<file path="src/rtl/gpt_pkg.sv">
package gpt_pkg;
  localparam int CR_EN     = 0;
  localparam int CR_SRC_LO = 1;
  localparam int CR_EN24   = 4;
  localparam int CR_RSTOP  = 5;
  localparam int CR_RDOZE  = 6;
  localparam int CR_RWAIT  = 7;
  localparam int CR_RDBG   = 8;
  localparam int CR_FRR    = 9;
  localparam int CR_SWR    = 15;
  localparam int CR_W      = 10;
  localparam logic [CR_W-1:0] CR_KEEP = 10'h1FE;

  typedef enum logic [2:0] {
    SRC_OFF      = 3'd0,
    SRC_PERIPH   = 3'd1,
    SRC_PERIPH2X = 3'd2,
    SRC_EXT      = 3'd3,
    SRC_SLOW     = 3'd4,
    SRC_FAST     = 3'd5
  } clk_src_e;

  localparam int RI_CR   = 0;
  localparam int RI_PR   = 1;
  localparam int RI_SR   = 2;
  localparam int RI_IER  = 3;
  localparam int RI_OCR0 = 4;
  localparam int RI_CNT  = 9;
endpackage

</file>
<file path="src/rtl/gpt_prescale.sv">
module gpt_prescale import gpt_pkg::*; #(
  parameter int PRE_W = 12
) (
  input  logic             clk,
  input  logic             rst_n,
  input  logic             en,
  input  logic [2:0]       src,
  input  logic             en24,
  input  logic [3:0]       run_lp,
  input  logic [PRE_W-1:0] pr,
  input  logic             pr_wr,
  input  logic             busy,
  input  logic             tick_periph,
  input  logic             tick_periph2x,
  input  logic             tick_ext,
  input  logic             tick_32k,
  input  logic             tick_24m,
  input  logic             lp_stop,
  input  logic             lp_doze,
  input  logic             lp_wait,
  input  logic             lp_debug,
  output logic             cnt_pulse
);
  logic [PRE_W-1:0] pre_q, pre_d;
  logic src_tick, frozen, advance, at_end;

  always_comb begin
    case (clk_src_e'(src))
      SRC_PERIPH:   src_tick = tick_periph;
      SRC_PERIPH2X: src_tick = tick_periph2x;
      SRC_EXT:      src_tick = tick_ext;
      SRC_SLOW:     src_tick = tick_32k;
      SRC_FAST:     src_tick = tick_24m & en24;
      default:      src_tick = 1'b0;
    endcase
  end

  assign frozen  = (lp_stop  & ~run_lp[0]) | (lp_doze  & ~run_lp[1]) |
                   (lp_wait  & ~run_lp[2]) | (lp_debug & ~run_lp[3]);
  assign advance = en & ~busy & ~frozen & src_tick;
  assign at_end  = (pre_q == pr);
  assign cnt_pulse = advance & at_end;

  always_comb begin
    pre_d = pre_q;
    if (busy || pr_wr)  pre_d = '0;
    else if (advance)   pre_d = at_end ? '0 : pre_q + 1'b1;
  end

  always_ff @(posedge clk or negedge rst_n) begin
    if (!rst_n) pre_q <= '0;
    else        pre_q <= pre_d;
  end
endmodule

</file>
<file path="src/rtl/gpt_counter.sv">
module gpt_counter #(
  parameter int CNT_W = 32,
  parameter int N_CMP = 3
) (
  input  logic                        clk,
  input  logic                        rst_n,
  input  logic                        clr,
  input  logic                        pulse,
  input  logic                        frr,
  input  logic [N_CMP-1:0][CNT_W-1:0] ocr,
  output logic [CNT_W-1:0]            cnt,
  output logic [N_CMP-1:0]            match_set,
  output logic                        wrap
);
  logic [CNT_W-1:0] cnt_q, cnt_d;
  logic restart, step;

  assign restart = ~frr & (cnt_q == ocr[0]);
  assign step    = pulse & ~clr;

  always_comb begin
    cnt_d = cnt_q;
    if (clr)        cnt_d = '0;
    else if (pulse) cnt_d = restart ? '0 : cnt_q + 1'b1;
  end

  assign wrap = step & ~restart & (cnt_q == {CNT_W{1'b1}});

  for (genvar k = 0; k < N_CMP; k++) begin : g_cmp
    assign match_set[k] = step & (cnt_d == ocr[k]);
  end

  always_ff @(posedge clk or negedge rst_n) begin
    if (!rst_n) cnt_q <= '0;
    else        cnt_q <= cnt_d;
  end

  assign cnt = cnt_q;
endmodule

</file>
<file path="src/rtl/gpt_regs.sv">
module gpt_regs import gpt_pkg::*; #(
  parameter int CNT_W       = 32,
  parameter int PRE_W       = 12,
  parameter int N_CMP       = 3,
  parameter int ADDR_W      = 8,
  parameter int SRST_CYCLES = 4
) (
  input  logic                        clk,
  input  logic                        rst_n,
  input  logic                        req_valid,
  input  logic                        req_write,
  input  logic [ADDR_W-1:0]           req_addr,
  input  logic [31:0]                 req_wdata,
  output logic                        req_ready,
  output logic                        rsp_valid,
  output logic [31:0]                 rsp_rdata,
  input  logic [CNT_W-1:0]            cnt,
  input  logic [N_CMP-1:0]            match_set,
  input  logic                        wrap,
  output logic [CR_W-1:0]             cr,
  output logic [PRE_W-1:0]            pr,
  output logic                        pr_wr,
  output logic                        busy,
  output logic [N_CMP-1:0][CNT_W-1:0] ocr,
  output logic [N_CMP:0]              sr,
  output logic [N_CMP:0]              ier
);
  localparam int SR_W   = N_CMP + 1;
  localparam int IDX_W  = ADDR_W - 2;
  localparam int BUSY_W = $clog2(SRST_CYCLES + 1);
  localparam logic [IDX_W-1:0] A_CR   = IDX_W'(RI_CR);
  localparam logic [IDX_W-1:0] A_PR   = IDX_W'(RI_PR);
  localparam logic [IDX_W-1:0] A_SR   = IDX_W'(RI_SR);
  localparam logic [IDX_W-1:0] A_IER  = IDX_W'(RI_IER);
  localparam logic [IDX_W-1:0] A_OCR0 = IDX_W'(RI_OCR0);
  localparam logic [IDX_W-1:0] A_CNT  = IDX_W'(RI_CNT);

  logic [CR_W-1:0]             cr_q, cr_d;
  logic [PRE_W-1:0]            pr_q, pr_d;
  logic [SR_W-1:0]             sr_q, sr_d, sr_clr;
  logic [SR_W-1:0]             ier_q, ier_d;
  logic [N_CMP-1:0][CNT_W-1:0] ocr_q, ocr_d;
  logic [BUSY_W-1:0]           busy_q, busy_d;
  logic                        rsp_valid_q;
  logic [31:0]                 rsp_rdata_q, rd_mux;
  logic [IDX_W-1:0]            widx;
  logic                        aligned, wr_acc, rd_acc, start_srst;

  assign widx    = req_addr[ADDR_W-1:2];
  assign aligned = (req_addr[1:0] == 2'b00);
  assign busy    = (busy_q != '0);
  assign wr_acc  = req_valid & req_write & aligned & ~busy;
  assign rd_acc  = req_valid & ~req_write;
  assign start_srst = wr_acc & (widx == A_CR) & req_wdata[CR_SWR];
  assign pr_wr   = wr_acc & (widx == A_PR);
  assign req_ready = 1'b1;

  always_comb begin
    busy_d = busy_q;
    if (start_srst) busy_d = BUSY_W'(SRST_CYCLES);
    else if (busy)  busy_d = busy_q - 1'b1;
  end

  always_comb begin
    cr_d = cr_q;
    if (busy)                          cr_d = cr_q & CR_KEEP;
    else if (start_srst)               cr_d = req_wdata[CR_W-1:0] & CR_KEEP;
    else if (wr_acc && widx == A_CR)   cr_d = req_wdata[CR_W-1:0];
  end

  always_comb begin
    pr_d  = pr_q;
    ier_d = ier_q;
    if (busy) begin
      pr_d  = '0;
      ier_d = '0;
    end else begin
      if (pr_wr)                         pr_d  = req_wdata[PRE_W-1:0];
      if (wr_acc && widx == A_IER)       ier_d = req_wdata[SR_W-1:0];
    end
  end

  always_comb begin
    sr_clr = (wr_acc && widx == A_SR) ? req_wdata[SR_W-1:0] : '0;
    if (busy) sr_d = '0;
    else      sr_d = (sr_q & ~sr_clr) | {wrap, match_set};
  end

  for (genvar k = 0; k < N_CMP; k++) begin : g_ocr
    always_comb begin
      ocr_d[k] = ocr_q[k];
      if (busy) ocr_d[k] = '0;
      else if (wr_acc && widx == A_OCR0 + IDX_W'(k))
        ocr_d[k] = req_wdata[CNT_W-1:0];
    end
  end

  always_comb begin
    rd_mux = '0;
    if (aligned) begin
      case (widx)
        A_CR:  begin
          rd_mux[CR_W-1:0] = cr_q;
          rd_mux[CR_SWR]   = busy;
        end
        A_PR:  rd_mux[PRE_W-1:0] = pr_q;
        A_SR:  rd_mux[SR_W-1:0]  = sr_q;
        A_IER: rd_mux[SR_W-1:0]  = ier_q;
        A_CNT: rd_mux[CNT_W-1:0] = cnt;
        default: begin
          for (int k = 0; k < N_CMP; k++)
            if (widx == A_OCR0 + IDX_W'(k)) rd_mux[CNT_W-1:0] = ocr_q[k];
        end
      endcase
    end
  end

  always_ff @(posedge clk or negedge rst_n) begin
    if (!rst_n) begin
      cr_q        <= '0;
      pr_q        <= '0;
      sr_q        <= '0;
      ier_q       <= '0;
      ocr_q       <= '0;
      busy_q      <= '0;
      rsp_valid_q <= 1'b0;
      rsp_rdata_q <= '0;
    end else begin
      cr_q        <= cr_d;
      pr_q        <= pr_d;
      sr_q        <= sr_d;
      ier_q       <= ier_d;
      ocr_q       <= ocr_d;
      busy_q      <= busy_d;
      rsp_valid_q <= rd_acc;
      if (rd_acc) rsp_rdata_q <= rd_mux;
    end
  end

  assign cr        = cr_q;
  assign pr        = pr_q;
  assign sr        = sr_q;
  assign ier       = ier_q;
  assign ocr       = ocr_q;
  assign rsp_valid = rsp_valid_q;
  assign rsp_rdata = rsp_rdata_q;
endmodule

</file>
<file path="src/rtl/gp_timer.sv">
module gp_timer import gpt_pkg::*; #(
  parameter int CNT_W       = 32,
  parameter int PRE_W       = 12,
  parameter int N_CMP       = 3,
  parameter int ADDR_W      = 8,
  parameter int SRST_CYCLES = 4
) (
  input  logic              clk,
  input  logic              rst_n,
  input  logic              req_valid,
  input  logic              req_write,
  input  logic [ADDR_W-1:0] req_addr,
  input  logic [31:0]       req_wdata,
  output logic              req_ready,
  output logic              rsp_valid,
  output logic [31:0]       rsp_rdata,
  input  logic              tick_periph,
  input  logic              tick_periph2x,
  input  logic              tick_ext,
  input  logic              tick_32k,
  input  logic              tick_24m,
  input  logic              lp_stop,
  input  logic              lp_doze,
  input  logic              lp_wait,
  input  logic              lp_debug,
  output logic              irq
);
  logic [1:0]                  rst_sync;
  logic                        rst_int_n;
  logic [CR_W-1:0]             cr_q;
  logic [PRE_W-1:0]            pr_q;
  logic                        pr_wr;
  logic                        srst_busy;
  logic [N_CMP-1:0][CNT_W-1:0] ocr_q;
  logic [N_CMP:0]              sr_q, ier_q;
  logic [CNT_W-1:0]            cnt_q;
  logic [N_CMP-1:0]            match_set;
  logic                        wrap, cnt_pulse;

  always_ff @(posedge clk or negedge rst_n) begin
    if (!rst_n) rst_sync <= 2'b00;
    else        rst_sync <= {rst_sync[0], 1'b1};
  end
  assign rst_int_n = rst_sync[1];

  gpt_regs #(
    .CNT_W(CNT_W), .PRE_W(PRE_W), .N_CMP(N_CMP),
    .ADDR_W(ADDR_W), .SRST_CYCLES(SRST_CYCLES)
  ) u_regs (
    .clk(clk), .rst_n(rst_int_n),
    .req_valid(req_valid), .req_write(req_write), .req_addr(req_addr),
    .req_wdata(req_wdata), .req_ready(req_ready),
    .rsp_valid(rsp_valid), .rsp_rdata(rsp_rdata),
    .cnt(cnt_q), .match_set(match_set), .wrap(wrap),
    .cr(cr_q), .pr(pr_q), .pr_wr(pr_wr), .busy(srst_busy),
    .ocr(ocr_q), .sr(sr_q), .ier(ier_q)
  );

  gpt_prescale #(.PRE_W(PRE_W)) u_pre (
    .clk(clk), .rst_n(rst_int_n),
    .en(cr_q[CR_EN]), .src(cr_q[CR_SRC_LO+2:CR_SRC_LO]), .en24(cr_q[CR_EN24]),
    .run_lp(cr_q[CR_RDBG:CR_RSTOP]),
    .pr(pr_q), .pr_wr(pr_wr), .busy(srst_busy),
    .tick_periph(tick_periph), .tick_periph2x(tick_periph2x),
    .tick_ext(tick_ext), .tick_32k(tick_32k), .tick_24m(tick_24m),
    .lp_stop(lp_stop), .lp_doze(lp_doze), .lp_wait(lp_wait), .lp_debug(lp_debug),
    .cnt_pulse(cnt_pulse)
  );

  gpt_counter #(.CNT_W(CNT_W), .N_CMP(N_CMP)) u_cnt (
    .clk(clk), .rst_n(rst_int_n),
    .clr(srst_busy), .pulse(cnt_pulse), .frr(cr_q[CR_FRR]),
    .ocr(ocr_q), .cnt(cnt_q), .match_set(match_set), .wrap(wrap)
  );

  assign irq = |(sr_q & ier_q);
endmodule

</file>
<file path="config.mk">
export PLATFORM = sky130hd
export DESIGN_NAME = gp_timer
export DESIGN_NICKNAME = d
export VERILOG_FILES = /design/src/rtl/gpt_pkg.sv /design/src/rtl/gpt_prescale.sv /design/src/rtl/gpt_counter.sv /design/src/rtl/gpt_regs.sv /design/src/rtl/gp_timer.sv
export SDC_FILE = /design/constraint.sdc
export NUM_CORES = 1
export LEC_CHECK = 0
export ABC_CLOCK_PERIOD_IN_PS = 6400
export BUFFER_PORTS_ARGS = -buffer_cell sky130_fd_sc_hd__buf_4
export CORE_MARGIN = 4
export CORE_UTILIZATION = 57
export CTS_BUF_LIST = sky130_fd_sc_hd__clkbuf_8
export DETAILED_ROUTE_END_ITERATION = 16
export PLACE_DENSITY_LB_ADDON = 0.3
export SKIP_LAST_GASP = 1
export SLEW_MARGIN = 20
export SYNTH_ARGS = -nofsm -noshare
export SYNTH_HDL_FRONTEND = slang
export SYNTH_HIERARCHICAL = 1
export SYNTH_SLANG_ARGS = --single-unit
export TNS_END_PERCENT = 50
</file>
<file path="constraint.sdc">
create_clock -name clk -period 6.4 [get_ports clk]
set_input_delay 0.64 -clock clk [delete_from_list [all_inputs] [get_ports clk]]
set_output_delay 0.64 -clock clk [all_outputs]
set_load 0.005 [all_outputs]
</file>
==> impl_metrics.json <==
{
  "synth_edf_count": 0,
  "min-delay-start": "req_wdata[3]",
  "cts_resized": 0,
  "clkSlewWorstSetupHoldPaths_ps": 70,
  "combPwrFrac_pct": 15.7,
  "ys_warn_count": 6,
  "avgRoutedWirePerCell_um": 26.33,
  "endpoint_kind": "register",
  "worst_pin_slew_ps": 1215,
  "die_w_um": 160.8,
  "async_flop_share_pct": 100.0,
  "p_clk_share_pct": 40.8,
  "routed_wl_um": 50510,
  "port_buffers": 86,
  "start_util_pct": 58.43,
  "area_delta_synth_final_pct": 11.55,
  "min_period_ps": 5882,
  "p_total_mw": 3.098,
  "arrival_ps": 6360,
  "clk_latency_ps": 560,
  "internal-power_mw": 2.125,
  "num_vias": 12980,
  "overflow": 0,
  "crit_start": "u_regs/busy_q[0]",
  "first_global_vias": 12170,
  "ys_ff_latch": 208,
  "critPathMaxFanout": 16,
  "finalSetupTns_ps": 0,
  "fmax_ghz": 0.1700,
  "cts_tree": "built",
  "setup_violations": 0,
  "grt_antenna_before_repair": 0,
  "synth_area_sq_mm": 0.01331,
  "first_pass_iters": 8,
  "skew_ps": 35.17,
  "nNetsFinal": 1638,
  "switchingPower_uw": 973.5,
  "ios": 88,
  "synth.distinct_cells": 83,
  "max_cap_violations": 0,
  "synth_fp_nets": 1593,
  "htreeDepth": 2,
  "clock_path_buffers": 3,
  "place.gp.congestion": 1.020,
  "synthesis.instances": 1536,
  "final_core_util_pct": 65.19,
  "grt_usage_pct": 37.84,
  "ant_nets": 0,
  "power_density_mw_per_mm2": 208.7,
  "power.share.switching_pct": 31.42,
  "rr_worst_depth": 20,
  "drcViolationCount": 0,
  "final_max_slew_viol_count": 0,
  "hold_viol": 0,
  "holdPathStages": 2,
  "rows": 55,
  "die_h_um": 160.8,
  "final_cell_area_sq_mm": 0.01485,
  "synth_ff_type": "dfrtp_1",
  "core_sq_mm": 0.02278,
  "seq_power_share_pct": 43.5,
  "p_leak_nw": 6.387,
  "fin_crit_sh_pct": 91.91,
  "ir_drop_mv": 0.2639,
  "status": "finished clean",
  "diodes": 0,
  "vias_per_cell": 6.766,
  "place_hpwl_um": 35610,
  "rr_startpoint": "u_regs/busy_q[0]",
  "hold_class": "input pin to register",
  "maxSlewHeadroom_pct": 19.02,
  "critical_path_class": "register to register",
  "numCtsBuffers": 38,
  "required_ps": 6880,
  "grt_max_degree": 82,
  "seq_area_frac_synth_pct": 39.11,
  "grt_setup_unrepaired": "false",
  "drive_gt1_share_pct": 15.20,
  "avgSynthCellArea_sq_um": 8.666,
  "grt_pass1_wl_um": 75560,
  "die-area_sq_mm": 0.02586,
  "place_area_sq_mm": 0.01406,
  "detail_route.iter0.violations": 1676,
  "start_kind": "register",
  "cts_sinks": 208,
  "cts_root_buffer": "clkbuf_8"
}
[power groups by stage]
stage / clock network (mW) / logic (mW) / registers (mW)
2_1_floorplan: 0 / 0.298 / 1.38
3_3_place_gp: 0 / 0.470 / 1.37
3_5_place_dp: 0 / 0.470 / 1.37
4_1_cts: 1.27 / 0.471 / 1.35
5_1_grt: 1.34 / 0.518 / 1.35
6_report: 1.26 / 0.487 / 1.35
[area by class of cell]
type / instances / area (sq um)
repair buffers: 121 / 943.4
multi-input cells: 1174 / 7420
well taps: 313 / 391.6
inverters: 38 / 145.1
clock buffers: 48 / 660.6
flip-flops and latches: 208 / 5209
clock inverters: 16 / 78.83
fillers: 1953 / 7930
[flip-flops by register name, summed over array words and instances, names as in the netlist]
name,flops
u_regs/ocr,96
u_cnt/cnt,32
u_regs/rsp_rdata,32
u_pre/pre_q,12
u_regs/pr,12
u_regs/cr,10
u_regs/ier,4
u_regs/sr,4
u_regs/busy_q,3
rst_sync,2
u_regs/rsp_valid,1
[layer usage]
metal  global-route usage (%)  wire [um]  vias up
li1                         -          -     5673
met1                    54.58      20440     6307
met2                    54.41      21400      874
met3                    11.55       6771      124
met4                    12.87       1892        0
met5                        0          0        -
[worst paths after layout]
kind	end	slack, ps
setup / recovery	u_regs/sr[1]	520
hold / removal	u_regs/sr[3]	340
setup reg to reg	u_regs/sr[1]	520
hold reg to reg	rst_sync[1]	370
max in group asynchronous	u_cnt/cnt[15]	4530
min in group asynchronous	rst_sync[0]	420
[cell usage in the layout, fill, tap and decap left out, types with 9 or more instances in the layout]
cell type and instances:
a2111oi_0 17, a211oi_1 9, a21oi_1 170, a221oi_1 15
a22oi_1 9, a31oi_1 13, and3_1 45, buf_4 118
clkbuf_8 48, dfrtp_1 207, inv_1 45, mux2_2 24
mux2i_1 32, nand2_1 209, nand2b_1 14, nand3_1 57
nand4_1 33, nor2_1 85, nor2b_1 14, nor3_1 31
nor4_1 23, o21ai_0 39, o21ai_1 31, o31ai_1 38
o32ai_1 11, or3_1 9, xnor2_1 44, xor2_1 67
[cells in the mapped netlist (14+ instances only)]
cell type	instances	area, sq um
a21oi_1	171	855.8
and3_1	45	281.5
buf_2	32	160.2
nor4_1	23	143.9
o21ai_1	31	155.2
mux2i_1	32	320.3
nand4_1	33	206.5
mux2_2	24	270.3
o31ai_1	38	285.3
nor2b_1	14	87.58
nand2b_1	14	87.58
nor3_1	32	160.2
nand2_1	209	784.5
a2111oi_0	21	183.9
o21ai_0	39	195.2
nand3_1	57	285.3
inv_1	37	138.9
a221oi_1	15	131.4
nor2_1	85	319.1
xor2_1	67	586.8
clkbuf_1	60	225.2
xnor2_1	45	394.1
dfrtp_1	208	5205
[worst max-delay path, cell delays in order, from the launching register on]
cell and delay, ps:
dfrtp_1 350, inv_1 100, ha_1 170, nor2b_1 550, inv_4 40, nor3b_1 240
nand4_2 130, buf_4 220, nor2_1 110, buf_4 250, nand3_1 240, nor4_2 610
nand2_1 220, xor2_1 720, o221ai_1 210, nor4_1 280, o21ai_0 100, or4_1 530
nor4_1 450, o21ai_0 140, a31oi_1 150
[per-stage QoR]
step,hold slack (ps),setup WS [ps],instances
final,335.9,517.5,1918
after global routing,329.8,112.0,1918
after CTS,319.8,692.9,1917
after detailed placement,355.6,706.5,1852
after global placement,343.5,853.6,1852
after floorplan,331.2,174.6,1536
[cell families after synthesis]
group | Yosys count | synth area share, %
muxes | 56 | 4.437
DFF | 208 | 39.11
adders and majority gates | 4 | 0.3760
AOI/OAI and AO/OA | 407 | 19.77
other | 2 | 0.05642
buffers and inverters | 154 | 5.490
xor gates and xnor gates | 114 | 7.708
and+or+nand+nor | 591 | 23.06
[repair_timing]
action	in CTS	in global routing
hold buffers	1	0
setup buffers	0	0
hold endpoints to repair	2	0
(Power assumes the default switching activity.)
